===== config.mk =====
export PLATFORM = sky130hd
export DESIGN_NAME = ssfifo_cell
export DESIGN_NICKNAME = d
export VERILOG_FILES = /design/src/rtl/ssfifo_pkg.sv /design/src/rtl/ssfifo_store.sv /design/src/rtl/ssfifo_level.sv /design/src/rtl/ssfifo_cell.sv
export SDC_FILE = /design/constraint.sdc
export NUM_CORES = 1
export LEC_CHECK = 0
export BUFFER_PORTS_ARGS = -buffer_cell sky130_fd_sc_hd__buf_2
export CAP_MARGIN = 20
export CELL_PAD_IN_SITES_DETAIL_PLACEMENT = 1
export CELL_PAD_IN_SITES_GLOBAL_PLACEMENT = 1
export CORE_ASPECT_RATIO = 0.5
export CORE_MARGIN = 5
export CORE_UTILIZATION = 40
export CTS_BUF_LIST = sky130_fd_sc_hd__clkbuf_16
export DETAILED_ROUTE_END_ITERATION = 8
export GPL_TIMING_DRIVEN = 0
export PLACE_DENSITY = 0.67
export SLEW_MARGIN = 15
export SYNTH_ARGS = -nofsm -noshare
export SYNTH_HDL_FRONTEND = slang
export SYNTH_HIERARCHICAL = 1
export SYNTH_SLANG_ARGS = --single-unit

===== constraint.sdc =====
create_clock -name clk -period 2.8 [get_ports clk]
set_input_delay 0.14 -clock clk [delete_from_list [all_inputs] [get_ports clk]]
set_output_delay 0.14 -clock clk [all_outputs]
set_load 0.01 [all_outputs]

===== src/rtl/ssfifo_pkg.sv =====
// Shared constants and types for the shift-in/shift-out FIFO cell.
// Assumes: depth is a power of two so that pointers wrap naturally.
package ssfifo_pkg;
    localparam int unsigned WORD_W     = 9;
    localparam int unsigned CELL_DEPTH = 64;

    // Strobes that actually take effect in a cycle
    typedef struct packed {
        logic push;
        logic pop;
    } xfer_t;
endpackage


===== src/rtl/ssfifo_store.sv =====
// Word storage with read and write pointers.
// Assumes: push only when space exists and pop only when a word exists.
// These are guaranteed by the caller. DEPTH is a power of two.
// The read port is combinational, so the oldest word is always visible.
module ssfifo_store #(
    parameter int unsigned WIDTH = 9,
    parameter int unsigned DEPTH = 64
) (
    input  logic             clk,
    input  logic             rst_n,
    input  ssfifo_pkg::xfer_t xf,
    input  logic [WIDTH-1:0] wr_data,
    output logic [WIDTH-1:0] rd_data
);
    localparam int unsigned PTR_W = $clog2(DEPTH);

    logic [WIDTH-1:0] mem [DEPTH];
    logic [PTR_W-1:0] wr_ptr;
    logic [PTR_W-1:0] rd_ptr;

    // Write the incoming word into the slot at the write pointer
    always_ff @(posedge clk) begin
        if (xf.push) begin
            mem[wr_ptr] <= wr_data;
        end
    end

    // Advance the pointers on accepted strobes; reset returns both to zero
    always_ff @(posedge clk) begin
        if (!rst_n) begin
            wr_ptr <= '0;
            rd_ptr <= '0;
        end else begin
            if (xf.push) wr_ptr <= wr_ptr + PTR_W'(1);
            if (xf.pop)  rd_ptr <= rd_ptr + PTR_W'(1);
        end
    end

    // Present the oldest word
    always_comb begin
        rd_data = mem[rd_ptr];
    end
endmodule


===== src/rtl/ssfifo_level.sv =====
// Occupancy counter and the flags derived from it.
// Assumes: push/pop are already qualified by room/avail.
// LIMIT is the number of words this cell may hold (DEPTH, or DEPTH-1 for a
// stage that reserves a slot for inter-stage transfer).
module ssfifo_level #(
    parameter int unsigned DEPTH     = 64,
    parameter int unsigned LIMIT     = 64,
    parameter int unsigned HALF_MARK = 32,
    parameter int unsigned LOW_MARK  = 8,
    parameter int unsigned HIGH_MARK = 56
) (
    input  logic              clk,
    input  logic              rst_n,
    input  ssfifo_pkg::xfer_t xf,
    output logic              room,
    output logic              avail,
    output logic              half,
    output logic              near
);
    localparam int unsigned CNT_W = $clog2(DEPTH + 1);
    localparam logic [CNT_W-1:0] LIMIT_C = CNT_W'(LIMIT);
    localparam logic [CNT_W-1:0] HALF_C  = CNT_W'(HALF_MARK);
    localparam logic [CNT_W-1:0] LOW_C   = CNT_W'(LOW_MARK);
    localparam logic [CNT_W-1:0] HIGH_C  = CNT_W'(HIGH_MARK);

    logic [CNT_W-1:0] count;

    // Track the number of stored words
    always_ff @(posedge clk) begin
        if (!rst_n) begin
            count <= '0;
        end else begin
            unique case ({xf.push, xf.pop})
                2'b10:   count <= count + CNT_W'(1);
                2'b01:   count <= count - CNT_W'(1);
                default: count <= count;
            endcase
        end
    end

    // Decode ready and level flags from the count
    always_comb begin
        room  = (count < LIMIT_C);
        avail = (count != '0);
        half  = (count >= HALF_C);
        near  = (count <= LOW_C) || (count >= HIGH_C);
    end


    no_overflow_chk: assert property (@(posedge clk) disable iff (!rst_n)
        count <= LIMIT_C);


    pair_hold_chk: assert property (@(posedge clk) disable iff (!rst_n)
        (xf.push && xf.pop) |=> $stable(count));


    drain_chk: assert property (@(posedge clk) disable iff (!rst_n)
        (xf.pop && !xf.push && count == CNT_W'(1)) |=> !avail);
endmodule


===== src/rtl/ssfifo_cell.sv =====
// Cascadable shift-in/shift-out FIFO cell.
// Assumes: single clock domain, synchronous active-low master reset.
// The ready outputs depend only on registered state, so chaining
// out_ready->shift_in and in_ready->shift_out forms no combinational loop.
// Set LAST_STAGE=0 on every cell except the one at the output of a chain.
module ssfifo_cell
    import ssfifo_pkg::*;
#(
    parameter int unsigned WIDTH      = WORD_W,
    parameter int unsigned DEPTH      = CELL_DEPTH,
    parameter int unsigned HALF_MARK  = DEPTH / 2,
    parameter int unsigned LOW_MARK   = 8,
    parameter int unsigned HIGH_MARK  = DEPTH - 8,
    parameter bit          LAST_STAGE = 1'b1
) (
    input  logic             clk,
    input  logic             mr_n,
    input  logic             shift_in,
    input  logic [WIDTH-1:0] din,
    output logic             in_ready,
    input  logic             shift_out,
    output logic [WIDTH-1:0] dout,
    output logic             out_ready,
    output logic             half_full,
    output logic             near_limit
);
    localparam int unsigned LIMIT = LAST_STAGE ? DEPTH : DEPTH - 1;

    xfer_t xf;

    // Qualify the strobes with the ready flags
    always_comb begin
        xf.push = shift_in  && in_ready;
        xf.pop  = shift_out && out_ready;
    end

    ssfifo_store #(
        .WIDTH (WIDTH),
        .DEPTH (DEPTH)
    ) u_store (
        .clk     (clk),
        .rst_n   (mr_n),
        .xf      (xf),
        .wr_data (din),
        .rd_data (dout)
    );

    ssfifo_level #(
        .DEPTH     (DEPTH),
        .LIMIT     (LIMIT),
        .HALF_MARK (HALF_MARK),
        .LOW_MARK  (LOW_MARK),
        .HIGH_MARK (HIGH_MARK)
    ) u_level (
        .clk   (clk),
        .rst_n (mr_n),
        .xf    (xf),
        .room  (in_ready),
        .avail (out_ready),
        .half  (half_full),
        .near  (near_limit)
    );


    blocked_fill_chk: assert property (@(posedge clk) disable iff (!mr_n)
        (shift_in && !in_ready && !shift_out)
            |=> (!in_ready && $stable(half_full) && $stable(near_limit)));
endmodule


==> flow_metrics.env, run 1 <==
export IMPL_status="finished with violations"
export IMPL_failed_checks="setup timing"
export IMPL_total_setup_violations_reported_at_the_end_of_the_flow=9
export IMPL_ys_dominant_reg_cell="sky130_fd_sc_hd__edfxtp_1"
export IMPL_maxUsedRoutingLayer="met4"
export IMPL_fin_total_pwr_mw=23.2
export IMPL_layout_filler_cells=5326
export IMPL_cts_buffers_inserted=56
export IMPL_synth_async_sr_flop_share_pct=0
export IMPL_aggregate_global_routing_overflow=0
export IMPL_final_cell_area_sq_um=28300
export IMPL_critical_path_peak_fanout=7
export IMPL_final_core_util_pct=48.0
export IMPL_multiInputGateArea_sq_um=6250
export IMPL_synth_fp_nets=1177
export IMPL_critical_path_startpoint_type="flop"
export IMPL_root_buffer="sky130_fd_sc_hd__clkbuf_16"
export IMPL_grt_setup_unrepaired="true"
export IMPL_postSynthAreaPerCell_sq_um=20.5
export IMPL_first_global_vias=12700
export IMPL_drt_pass1_iterations=5
export IMPL_placedInstanceArea_sq_um=25000
export IMPL_initial_antenna_violation_count=0
export IMPL_synth_area_top_cells="sky130_fd_sc_hd__edfxtp_1, sky130_fd_sc_hd__mux4_2, sky130_fd_sc_hd__dfxtp_1, sky130_fd_sc_hd__mux2i_1, sky130_fd_sc_hd__nor2_1"
export IMPL_timing_critical_path_required_ns=2.66
export IMPL_htreeDepth=2
export IMPL_vias_per_cell=5.91
export IMPL_synth_seq_area_share_pct=75.0
export IMPL_global_route_usage_total_pct=19.6
export IMPL_synth_common_cells="sky130_fd_sc_hd__edfxtp_1, sky130_fd_sc_hd__mux4_2, sky130_fd_sc_hd__nor2_1, sky130_fd_sc_hd__mux2i_1, sky130_fd_sc_hd__nand2_1"
export IMPL_netlist_area_sq_um=23700
export IMPL_clkLatencyLatePin_ns=0.60
export IMPL_hold_class="in -> reg"
export IMPL_post_place_ws_ns=-0.736
export IMPL_timing_final_hold_violations=0
export IMPL_synth_largest_area_cell="sky130_fd_sc_hd__edfxtp_1"
export IMPL_cts_root_to_sink_buffers=3
export IMPL_chipWidth_um=354
export IMPL_max_slew_margin_rel_pct=30.2
export IMPL_io_buffer_count=25
export IMPL_detail_route_wirelength_met1_mm=26.5
export IMPL_nets=1304
export IMPL_setup_slack_ns=-0.278
export IMPL_route_vias_total=12500
export IMPL_final_instance_count_excl_fill=2109
export IMPL_clock_sink_count=601
export IMPL_grt_first_pass_wirelength_mm=91.4
export IMPL_routedWlPerCell_um=30.4
export IMPL_crit_arrival_ns=2.94
export IMPL_worstMarginPinSlew_ns=1.04
export IMPL_areaGrowthSynthToFinish_pct=19.2
export IMPL_detail_route_drc_violations=0
export IMPL_drt_initial_drc_count=1409
export IMPL_total_die_area_sq_um=64600
export IMPL_gp_congestion=0.879
export IMPL_rows=63
export IMPL_holdWs_ns=0.104
export IMPL_dp_wirelength_mm=41.4
export IMPL_met2RoutedLength_mm=29.9
export IMPL_wl_mm=64.1
export IMPL_yosys_cell_count_top_type="sky130_fd_sc_hd__edfxtp_1"
export IMPL_cts_tree="yes"
export IMPL_drive_gt1_share_pct=36.4
export IMPL_final_antenna_net_count=0
export IMPL_yosysTopAreaCellShare_pct=72.9
export IMPL_clock_skew_ns=0.0221
export IMPL_largest_net_degree_at_the_start_of_global_routing=65
export IMPL_powerDensity_nw_per_um2=821
export IMPL_coreArea_sq_um=59000
export IMPL_final_total_negative_setup_slack_ns=-2.10
export IMPL_worstSetupEndpointType="output port"
export IMPL_ir_worst_vdd_mv=0.530
export IMPL_boundaryPins=26
export IMPL_final_min_period_over_clock_period_pct=110
export IMPL_initial_core_util_pct=40.2
export IMPL_chipHeight_um=182
export IMPL_synth_enable_flop_cells=576
export IMPL_register_area_sq_um=17800
export IMPL_path_class="reg -> out"
export IMPL_static_leakage_power_nw=8.66
export IMPL_slew_violations=0
export IMPL_clock_fmax_mhz=325
export IMPL_finalCriticalPeriod_ns=3.08
export IMPL_synthesis_warning_total=6
export IMPL_max_cap_violations=0
export IMPL_ys_seq_elements=601
export IMPL_placed_cells=1974
export IMPL_met3_routed_wirelength_mm=6.03
export IMPL_distinct_cell_type_count_of_the_synthesized_netlist=56
export IMPL_clk_pin_slew_ns=0.06
export IMPL_synthesis_instances=1159
==> state kept, by name (all words and copies together), names as in the netlist, named ones only <==
register        count
u_store/wr_ptr      6
u_level/count       7
u_store/mem       576
u_store/rd_ptr      6
==> worst max-delay path, cell delays in order (launching register included) <==
cell and delay (ns):
sky130_fd_sc_hd__dfxtp_4 0.39, sky130_fd_sc_hd__buf_12 0.18, sky130_fd_sc_hd__buf_16 0.18, sky130_fd_sc_hd__mux4_2 0.57, sky130_fd_sc_hd__mux4_2 0.55, sky130_fd_sc_hd__nand4_1 0.12
sky130_fd_sc_hd__o211ai_1 0.17, sky130_fd_sc_hd__buf_2 0.20
==> cells in the final DEF, fill, tap and decap left out, types with 20 or more instances in the layout <==
| cell | netlist | final |
|---|---|---|
| sky130_fd_sc_hd__edfxtp_1 | 576 | 576 |
| sky130_fd_sc_hd__mux4_2 | 154 | 154 |
| sky130_fd_sc_hd__clkbuf_16 | 0 | 59 |
| sky130_fd_sc_hd__nor2_4 | 0 | 38 |
| sky130_fd_sc_hd__buf_4 | 16 | 29 |
| sky130_fd_sc_hd__buf_2 | 23 | 29 |
| sky130_fd_sc_hd__mux2i_1 | 35 | 23 |
| sky130_fd_sc_hd__nand2_1 | 31 | 23 |
| sky130_fd_sc_hd__dfxtp_1 | 25 | 22 |
| sky130_fd_sc_hd__buf_12 | 0 | 20 |
==> repair_timing <==
item | in CTS | in global routing
cloned | 5 | 1
hold buffers | 1 | 1
endpoints found under the hold margin | 11 | 16
pin swaps | 15 | 13
setup buffers | 14 | 11
endpoints found under the setup margin | 482 | 430
resized for setup | 216 | 76
==> cell families after synthesis <==
| kind of cell | Yosys count | share of synthesized area, % |
|---|---|---|
| compound gates | 85 | 2.50 |
| xor+xnor | 12 | 0.443 |
| fa+ha+maj | 5 | 0.264 |
| buf+inv | 77 | 1.69 |
| flops | 601 | 75.0 |
| mux | 191 | 16.2 |
| simple gates | 188 | 3.91 |
==> worst paths after layout <==
check | slack (ns) | depth (start not counted) | endpoint | from
max | -0.28 | 7 | dout[0] | flop
min | 0.10 | 1 | u_store/mem[40][3] | din[3]
max reg2reg | 0.07 | 6 | u_store/mem[31][2] | u_store/wr_ptr[3]
min reg2reg | 0.56 | 2 | u_store/rd_ptr[5] | u_store/rd_ptr[5]
==> cell type report <==
cell class | instances | share of cell area [%]
Clock inverter | 42 | 1.01
Clock buffer | 58 | 5.13
Antenna cell | 1 | 0.00885
Inverter | 9 | 0.137
Sequential cell | 601 | 62.9
Tap cell | 780 | 3.45
Multi-Input combinational cell | 481 | 22.1
Buffer | 68 | 2.65
Timing Repair Buffer | 69 | 2.57
==> report_power, final <==
group | leakage [nW] | total, mW | internal (mW) | switching, mW
clock | 0.877 | 7.23 | 4.01 | 3.21
combinational | 2.39 | 5.93 | 2.85 | 3.08
sequential | 5.39 | 10.1 | 9.97 | 0.0886
==> layer usage <==
metal	vias to the layer above	track usage, %
li1	5073	-
met1	6670	27.9
met2	624	31.3
met3	99	4.23
met4	0	4.91
met5	-	0
Power figures use the tool's default switching activity.
==> run 2, diff against run 1 <==
Settings changed: CORE_UTILIZATION 40 to 50, PLACE_DENSITY 0.67 to 0.8.
==> run 2 against run 1 <==
The run still ends with setup timing left. Critical path type unchanged. Core utilization is 11 points higher. Total power is 0.26% lower. Setup slack worse by 0.25 ns. Wire length is 15% higher. Critical endpoint is now dout[1]. Highest routed layer unchanged. First-iteration DRC count is 61% higher.
==> flow_metrics.env, run 2 (synthesis results as in run 1) <==
export IMPL_setup_slack_ns=-0.532
export IMPL_static_leakage_power_nw=8.55
export IMPL_placedInstanceArea_sq_um=24800
export IMPL_dp_wirelength_mm=40.6
export IMPL_clkLatencyLatePin_ns=0.60
export IMPL_multiInputGateArea_sq_um=6150
export IMPL_path_class="reg -> out"
export IMPL_p_sw_share_pct=28.6
export IMPL_portion_of_total_power_attributed_to_the_clock_network_pct=31.1
export IMPL_io_buffer_count=25
export IMPL_drt_pass1_iterations=5
export IMPL_slew_violations=0
export IMPL_areaGrowthSynthToFinish_pct=17.3
export IMPL_routedWlPerCell_um=37.8
export IMPL_net_switching_power_mw=6.62
export IMPL_timing_critical_path_required_ns=2.66
export IMPL_status="finished with violations"
export IMPL_powerDensity_nw_per_um2=832
export IMPL_layout_filler_cells=3901
export IMPL_max_cap_violations=0
export IMPL_critical_path_peak_fanout=10
export IMPL_htreeDepth=2
export IMPL_root_buffer="sky130_fd_sc_hd__clkbuf_16"
export IMPL_clock_skew_ns=0.0235
export IMPL_worstSetupEndpointType="output port"
export IMPL_clock_fmax_mhz=300
export IMPL_global_route_usage_total_pct=25.6
export IMPL_final_antenna_net_count=0
export IMPL_chipHeight_um=164
export IMPL_route_vias_total=13700
export IMPL_ir_worst_vdd_mv=0.496
export IMPL_crit_arrival_ns=3.19
export IMPL_nets=1294
export IMPL_antenna_cells=0
export IMPL_rows=56
export IMPL_total_setup_violations_reported_at_the_end_of_the_flow=23
export IMPL_drt_initial_drc_count=2265
export IMPL_comb_power_share_pct=25.4
export IMPL_largest_net_degree_at_the_start_of_global_routing=65
export IMPL_post_place_ws_ns=-0.625
export IMPL_chipWidth_um=318
export IMPL_cts_buffers_inserted=51
export IMPL_coreArea_sq_um=46900
export IMPL_detail_route_drc_violations=0
export IMPL_final_cell_area_sq_um=27800
export IMPL_most_common_layout_cells="sky130_fd_sc_hd__edfxtp_1, sky130_fd_sc_hd__mux4_2, sky130_fd_sc_hd__clkbuf_16"
export IMPL_clock_sink_count=601
export IMPL_clk_pin_slew_ns=0.07
export IMPL_registers_top_by_ff_count="u_store/mem"
export IMPL_final_instance_count_excl_fill=1952
export IMPL_share_seq_of_total_power_pct=43.4
export IMPL_hold_class="in -> reg"
export IMPL_timing_final_hold_violations=0
export IMPL_gp_congestion=1.04
export IMPL_grt_setup_unrepaired="true"
export IMPL_largest_register_ffs=576
export IMPL_wl_mm=73.7
export IMPL_fin_total_pwr_mw=23.2
export IMPL_cts_tree="yes"
export IMPL_layout_cells_most_common="sky130_fd_sc_hd__edfxtp_1"
export IMPL_cts_root_to_sink_buffers=3
export IMPL_aggregate_global_routing_overflow=0
export IMPL_total_die_area_sq_um=52200
export IMPL_p_int_mw=16.5
export IMPL_finalCriticalPeriod_ns=3.33
export IMPL_first_global_vias=13300
export IMPL_top_regs="u_store/mem x576, u_level/count x7"
export IMPL_initial_core_util_pct=50.6
export IMPL_failed_checks="setup timing"
export IMPL_register_area_sq_um=17800
export IMPL_max_slew_margin_rel_pct=30.3
export IMPL_worstMarginPinSlew_ns=1.04
export IMPL_boundaryPins=26
export IMPL_grt_first_pass_wirelength_mm=95.9
export IMPL_placed_cells=1829
export IMPL_initial_antenna_violation_count=0
export IMPL_final_min_period_over_clock_period_pct=119
export IMPL_critical_path_startpoint_type="flop"
export IMPL_drive_gt1_share_pct=35.5
export IMPL_vias_per_cell=7.01
run 2: changes by cell type in the layout (fill, tap and decap cells not counted), sizes merged:
cell    before  now
clkbuf      82   76
bufinv       3    6
diode        1    0
clkinv      33   28
bufbuf       1    2
buf        110  103
run 2: power by group through the flow:
stage                     clock, mW  combinational (mW)  sequential (mW)
after floorplan                   0                2.99             10.2
after global placement            0                4.35             10.2
after detailed placement          0                4.52             10.2
after CTS                      7.07                5.26             10.0
after global routing           7.73                6.05             10.1
final                          7.21                5.89             10.1
run 2: per-stage QoR:
step | hold slack, ns | TNS, ns | util (%)
after global placement | 0.527 | -84.51 | 52.6
after floorplan | 0.239 | 0 | -
after global routing | 0.0126 | -4.10 | 59.4
after detailed placement | 0.546 | -151.62 | 52.8
final | 0.0204 | -3.87 | 59.4
after CTS | 0.155 | -70.29 | 58.2
run 2: worst max-delay path, cell delays in order (launching register included):
cell and delay [ns]:
sky130_fd_sc_hd__dfxtp_4 0.40, sky130_fd_sc_hd__clkbuf_16 0.18, sky130_fd_sc_hd__buf_12 0.19, sky130_fd_sc_hd__mux4_2 0.57, sky130_fd_sc_hd__mux4_2 0.58, sky130_fd_sc_hd__o21ai_2 0.23
sky130_fd_sc_hd__nand2_1 0.23, sky130_fd_sc_hd__buf_2 0.21
run 2: what timing repair did:
action	in CTS	in global routing
setup buffers	11	11
endpoints found under the setup margin	498	463
pin swaps	4	18
hold buffers	1	1
resized for setup	176	92
hold endpoints to repair	9	6
cloned	4	1
run 2: final timing paths:
kind,to,slack (ns),start,depth (start not counted)
setup / recovery,dout[1],-0.53,flop,7
hold / removal,u_store/mem[52][3],0.02,din[3],1
setup reg to reg,u_store/mem[42][4],-0.05,u_store/wr_ptr[3],4
hold reg to reg,flop,0.57,u_store/rd_ptr[1],2
run 2: final cells by class:
| cell class | instances | share of cell area [%] |
|---|---|---|
| Sequential cell | 601 | 64.0 |
| Multi-Input combinational cell | 481 | 22.1 |
| Inverter | 9 | 0.153 |
| Clock buffer | 51 | 4.59 |
| Tap cell | 638 | 2.87 |
| Clock inverter | 40 | 1.20 |
| Timing Repair Buffer | 64 | 2.50 |
| Buffer | 68 | 2.58 |
run 2: layer usage:
| metal | up-vias | global-route usage (%) | part of all wire [%] | wire (um) |
|---|---|---|---|---|
| met1 | 7140 | 34.6 | 35 | 26000 |
| met3 | 260 | 6.19 | 13 | 9350 |
| met4 | 0 | 9.11 | 5.0 | 3690 |
| li1 | 5032 | - | - | - |
| met5 | - | 0 | 0 | 0 |
| met2 | 1261 | 41.6 | 47 | 34700 |
==> run 3, diff against run 2 <==
Settings changed: SYNTH_HIERARCHICAL 1 to default.
Clock period 2.8 ns to 2.98 ns, I/O delays scaled along.
==> run 3 against run 2 <==
The run still ends with setup timing left. Design area barely moved. Die area fell by 0.26%. Sequential power fell by 6%. Clock skew rose by 0.0058 ns. Hold slack improved by 0.0023 ns. Synthesized area fell by 0.27%. Total power fell by 7.6%. Clock power fell by 7.1%. Combinational power fell by 12%. Wire length rose by 2.2%. Clock-buffer cell count rose by 1. Largest cell class unchanged. Largest power group unchanged. Highest routed layer unchanged.
==> flow_metrics.env, run 3 <==
export IMPL_synth_async_sr_flop_share_pct=0
export IMPL_root_buffer="sky130_fd_sc_hd__clkbuf_16"
export IMPL_path_class="reg -> out"
export IMPL_critical_path_peak_fanout=8
export IMPL_hold_class="in -> reg"
export IMPL_htreeDepth=2
export IMPL_most_common_layout_cells="sky130_fd_sc_hd__edfxtp_1, sky130_fd_sc_hd__mux4_2, sky130_fd_sc_hd__clkbuf_16"
export IMPL_ir_worst_vdd_mv=0.413
export IMPL_worstSetupEndpointType="output port"
export IMPL_dp_wirelength_mm=39.2
export IMPL_chipHeight_um=164
export IMPL_layout_filler_cells=3984
export IMPL_synthesis_warning_total=0
export IMPL_synth_fp_nets=1181
export IMPL_crit_arrival_ns=3.26
export IMPL_cp_num_buf_inv=4
export IMPL_slew_violations=0
export IMPL_wl_mm=75.4
export IMPL_synth_common_cells="sky130_fd_sc_hd__edfxtp_1, sky130_fd_sc_hd__mux4_2, sky130_fd_sc_hd__nor2_1, sky130_fd_sc_hd__mux2i_1, sky130_fd_sc_hd__nand2_1"
export IMPL_vias_per_cell=7.02
export IMPL_initial_antenna_violation_count=0
export IMPL_netlist_area_sq_um=23700
export IMPL_detail_route_drc_violations=0
export IMPL_layout_cells_most_common="sky130_fd_sc_hd__edfxtp_1"
export IMPL_synth_seq_area_share_pct=75.2
export IMPL_boundaryPins=26
export IMPL_timing_final_hold_violations=0
export IMPL_top_regs="u_store.mem x576, u_level.count x7"
export IMPL_aggregate_global_routing_overflow=0
export IMPL_total_setup_violations_reported_at_the_end_of_the_flow=58
export IMPL_clkLatencyLatePin_ns=0.59
export IMPL_postSynthAreaPerCell_sq_um=20.3
export IMPL_synth_area_top_cells="sky130_fd_sc_hd__edfxtp_1, sky130_fd_sc_hd__mux4_2, sky130_fd_sc_hd__dfxtp_1, sky130_fd_sc_hd__mux2i_1, sky130_fd_sc_hd__nor2_1"
export IMPL_failed_checks="setup timing"
export IMPL_registers_top_by_ff_count="u_store.mem"
export IMPL_finalCriticalPeriod_ns=3.41
export IMPL_areaGrowthSynthToFinish_pct=17.6
export IMPL_timing_critical_path_slowest_stage_cell="sky130_fd_sc_hd__o211ai_1"
export IMPL_grt_first_pass_wirelength_mm=96.4
export IMPL_synth_largest_area_cell="sky130_fd_sc_hd__edfxtp_1"
export IMPL_coreArea_sq_um=46800
export IMPL_first_global_vias=13400
export IMPL_timing_critical_path_required_ns=2.83
export IMPL_route_vias_total=13800
export IMPL_max_cap_violations=0
export IMPL_ys_seq_elements=601
export IMPL_io_buffer_count=25
export IMPL_powerDensity_nw_per_um2=769
export IMPL_grt_setup_unrepaired="true"
export IMPL_rows=56
export IMPL_synthesis_instances=1163
export IMPL_gp_congestion=0.915
export IMPL_synth_enable_flop_cells=576
export IMPL_cts_tree="yes"
export IMPL_initial_core_util_pct=50.6
export IMPL_final_min_period_over_clock_period_pct=114
export IMPL_final_cell_area_sq_um=27800
export IMPL_cts_buffers_inserted=51
export IMPL_distinct_cell_type_count_of_the_synthesized_netlist=56
export IMPL_drive_gt1_share_pct=35.8
export IMPL_multiInputGateArea_sq_um=6300
export IMPL_routedWlPerCell_um=38.5
export IMPL_clock_fmax_mhz=293
export IMPL_clock_skew_ns=0.0293
export IMPL_largest_register_ffs=576
export IMPL_nets=1297
export IMPL_ys_dominant_reg_cell="sky130_fd_sc_hd__edfxtp_1"
export IMPL_timing_critical_path_max_delay_family="multiplexers"
export IMPL_status="finished with violations"
export IMPL_chipWidth_um=318
export IMPL_global_route_usage_total_pct=25.6
export IMPL_clock_sink_count=601
export IMPL_clk_pin_slew_ns=0.07
export IMPL_cp_common_cell="sky130_fd_sc_hd__buf_12"
export IMPL_max_slew_margin_rel_pct=19.3
export IMPL_register_area_sq_um=17800
export IMPL_slowest_delay_ns=0.63
export IMPL_final_antenna_net_count=0
export IMPL_fin_total_pwr_mw=21.4
export IMPL_largest_net_degree_at_the_start_of_global_routing=65
export IMPL_placedInstanceArea_sq_um=24700
export IMPL_worstMarginPinSlew_ns=1.21
export IMPL_critical_path_startpoint_type="flop"
export IMPL_final_total_negative_setup_slack_ns=-3.09
export IMPL_static_leakage_power_nw=8.49
export IMPL_drt_initial_drc_count=2453
export IMPL_total_die_area_sq_um=52000
export IMPL_yosys_cell_count_top_type="sky130_fd_sc_hd__edfxtp_1"
export IMPL_critical_path_cell_chain="buf_12, buf_12, buf_16, mux4_2, mux2i_4, mux2i_1, o211ai_1, o21ai_2, buf_2"
export IMPL_antenna_cells=0
export IMPL_final_core_util_pct=59.5
export IMPL_setup_slack_ns=-0.430
export IMPL_cts_root_to_sink_buffers=3
export IMPL_drt_pass1_iterations=5
export IMPL_yosysTopAreaCellShare_pct=73.1
run 3: cell count changes in the layout (fill, tap and decap cells not counted), sizes merged, moves of 5 or more:
cell,change
a31oi,+11
a22oi,-7
mux4,-10
mux2,+6
o21ai,+7
inv,+8
nor2,+9
o22a,+5
run 3: final timing paths:
check        depth (start not counted)         startpoint  slack [ns]            endpoint
max                                  9               flop       -0.43             dout[2]
min                                  4           shift_in        0.02   u_store.wr_ptr[1]
max reg2reg                          5   u_level.count[6]       -0.06  u_store.mem[13][3]
min reg2reg                          2  u_store.rd_ptr[1]        0.57                flop
run 3: report_power, final:
part | internal, mW | total (mW) | switching (mW)
sequential | 9.38 | 9.52 | 0.144
clock | 3.43 | 6.70 | 3.27
combinational | 2.41 | 5.18 | 2.77
run 3: metrics by stage:
step,hold slack (ns),std cells,worst slack (ns)
2_1_floorplan,0.248,1163,0.0408
3_3_place_gp,0.463,1826,-0.347
3_5_place_dp,0.480,1829,-0.632
4_1_cts,0.0357,1947,-0.216
5_1_grt,0.0298,1959,-0.376
6_report,0.0227,1959,-0.430
run 3: kinds of logic (layout without fill, tap and decap cells):
kind of cell | after synthesis | in the layout | share of synthesized area (%)
muxes | 184 | 184 | 15.6
and+or+nand+nor | 184 | 184 | 3.60
adders and majority gates | 5 | 5 | 0.264
DFF | 601 | 601 | 75.2
AOI/OAI and AO/OA | 103 | 103 | 2.91
xor gates and xnor gates | 14 | 14 | 0.518
buffers and inverters | 72 | 230 | 1.92
run 3: what timing repair did:
item / CTS / global route
setup buffers: 22 / 16
endpoints found under the hold margin: 9 / 0
gates cloned: 0 / 3
setup endpoints to repair: 256 / 567
hold buffers: 2 / 0
pin swaps: 13 / 25
resized for setup: 161 / 153
run 3: routing by layer:
| metal | share of wire, % | routed length [um] | track usage [%] |
|---|---|---|---|
| met2 | 46 | 34800 | 41.8 |
| met1 | 35 | 26300 | 32.9 |
| met4 | 5.9 | 4460 | 10.2 |
| met3 | 13 | 9850 | 7.66 |
| met5 | 0 | 0 | 0 |
run 3: tightest hold or removal path: cells and delay by family:
kind                   cells  cell delay, ns
AND/OR/NAND/NOR            2            0.25
buffers and inverters      1            0.09
AO/OA/AOI/OAI              1            0.06
run 3: final cells by class:
type / instances / area share, %
inverter: 5 / 0.0719
clock inverter: 43 / 0.958
timing repair buffer: 71 / 2.35
sequential: 601 / 64.0
tap: 638 / 2.87
multi-input combinational: 490 / 22.6
buffer: 59 / 2.47
clock buffer: 52 / 4.68
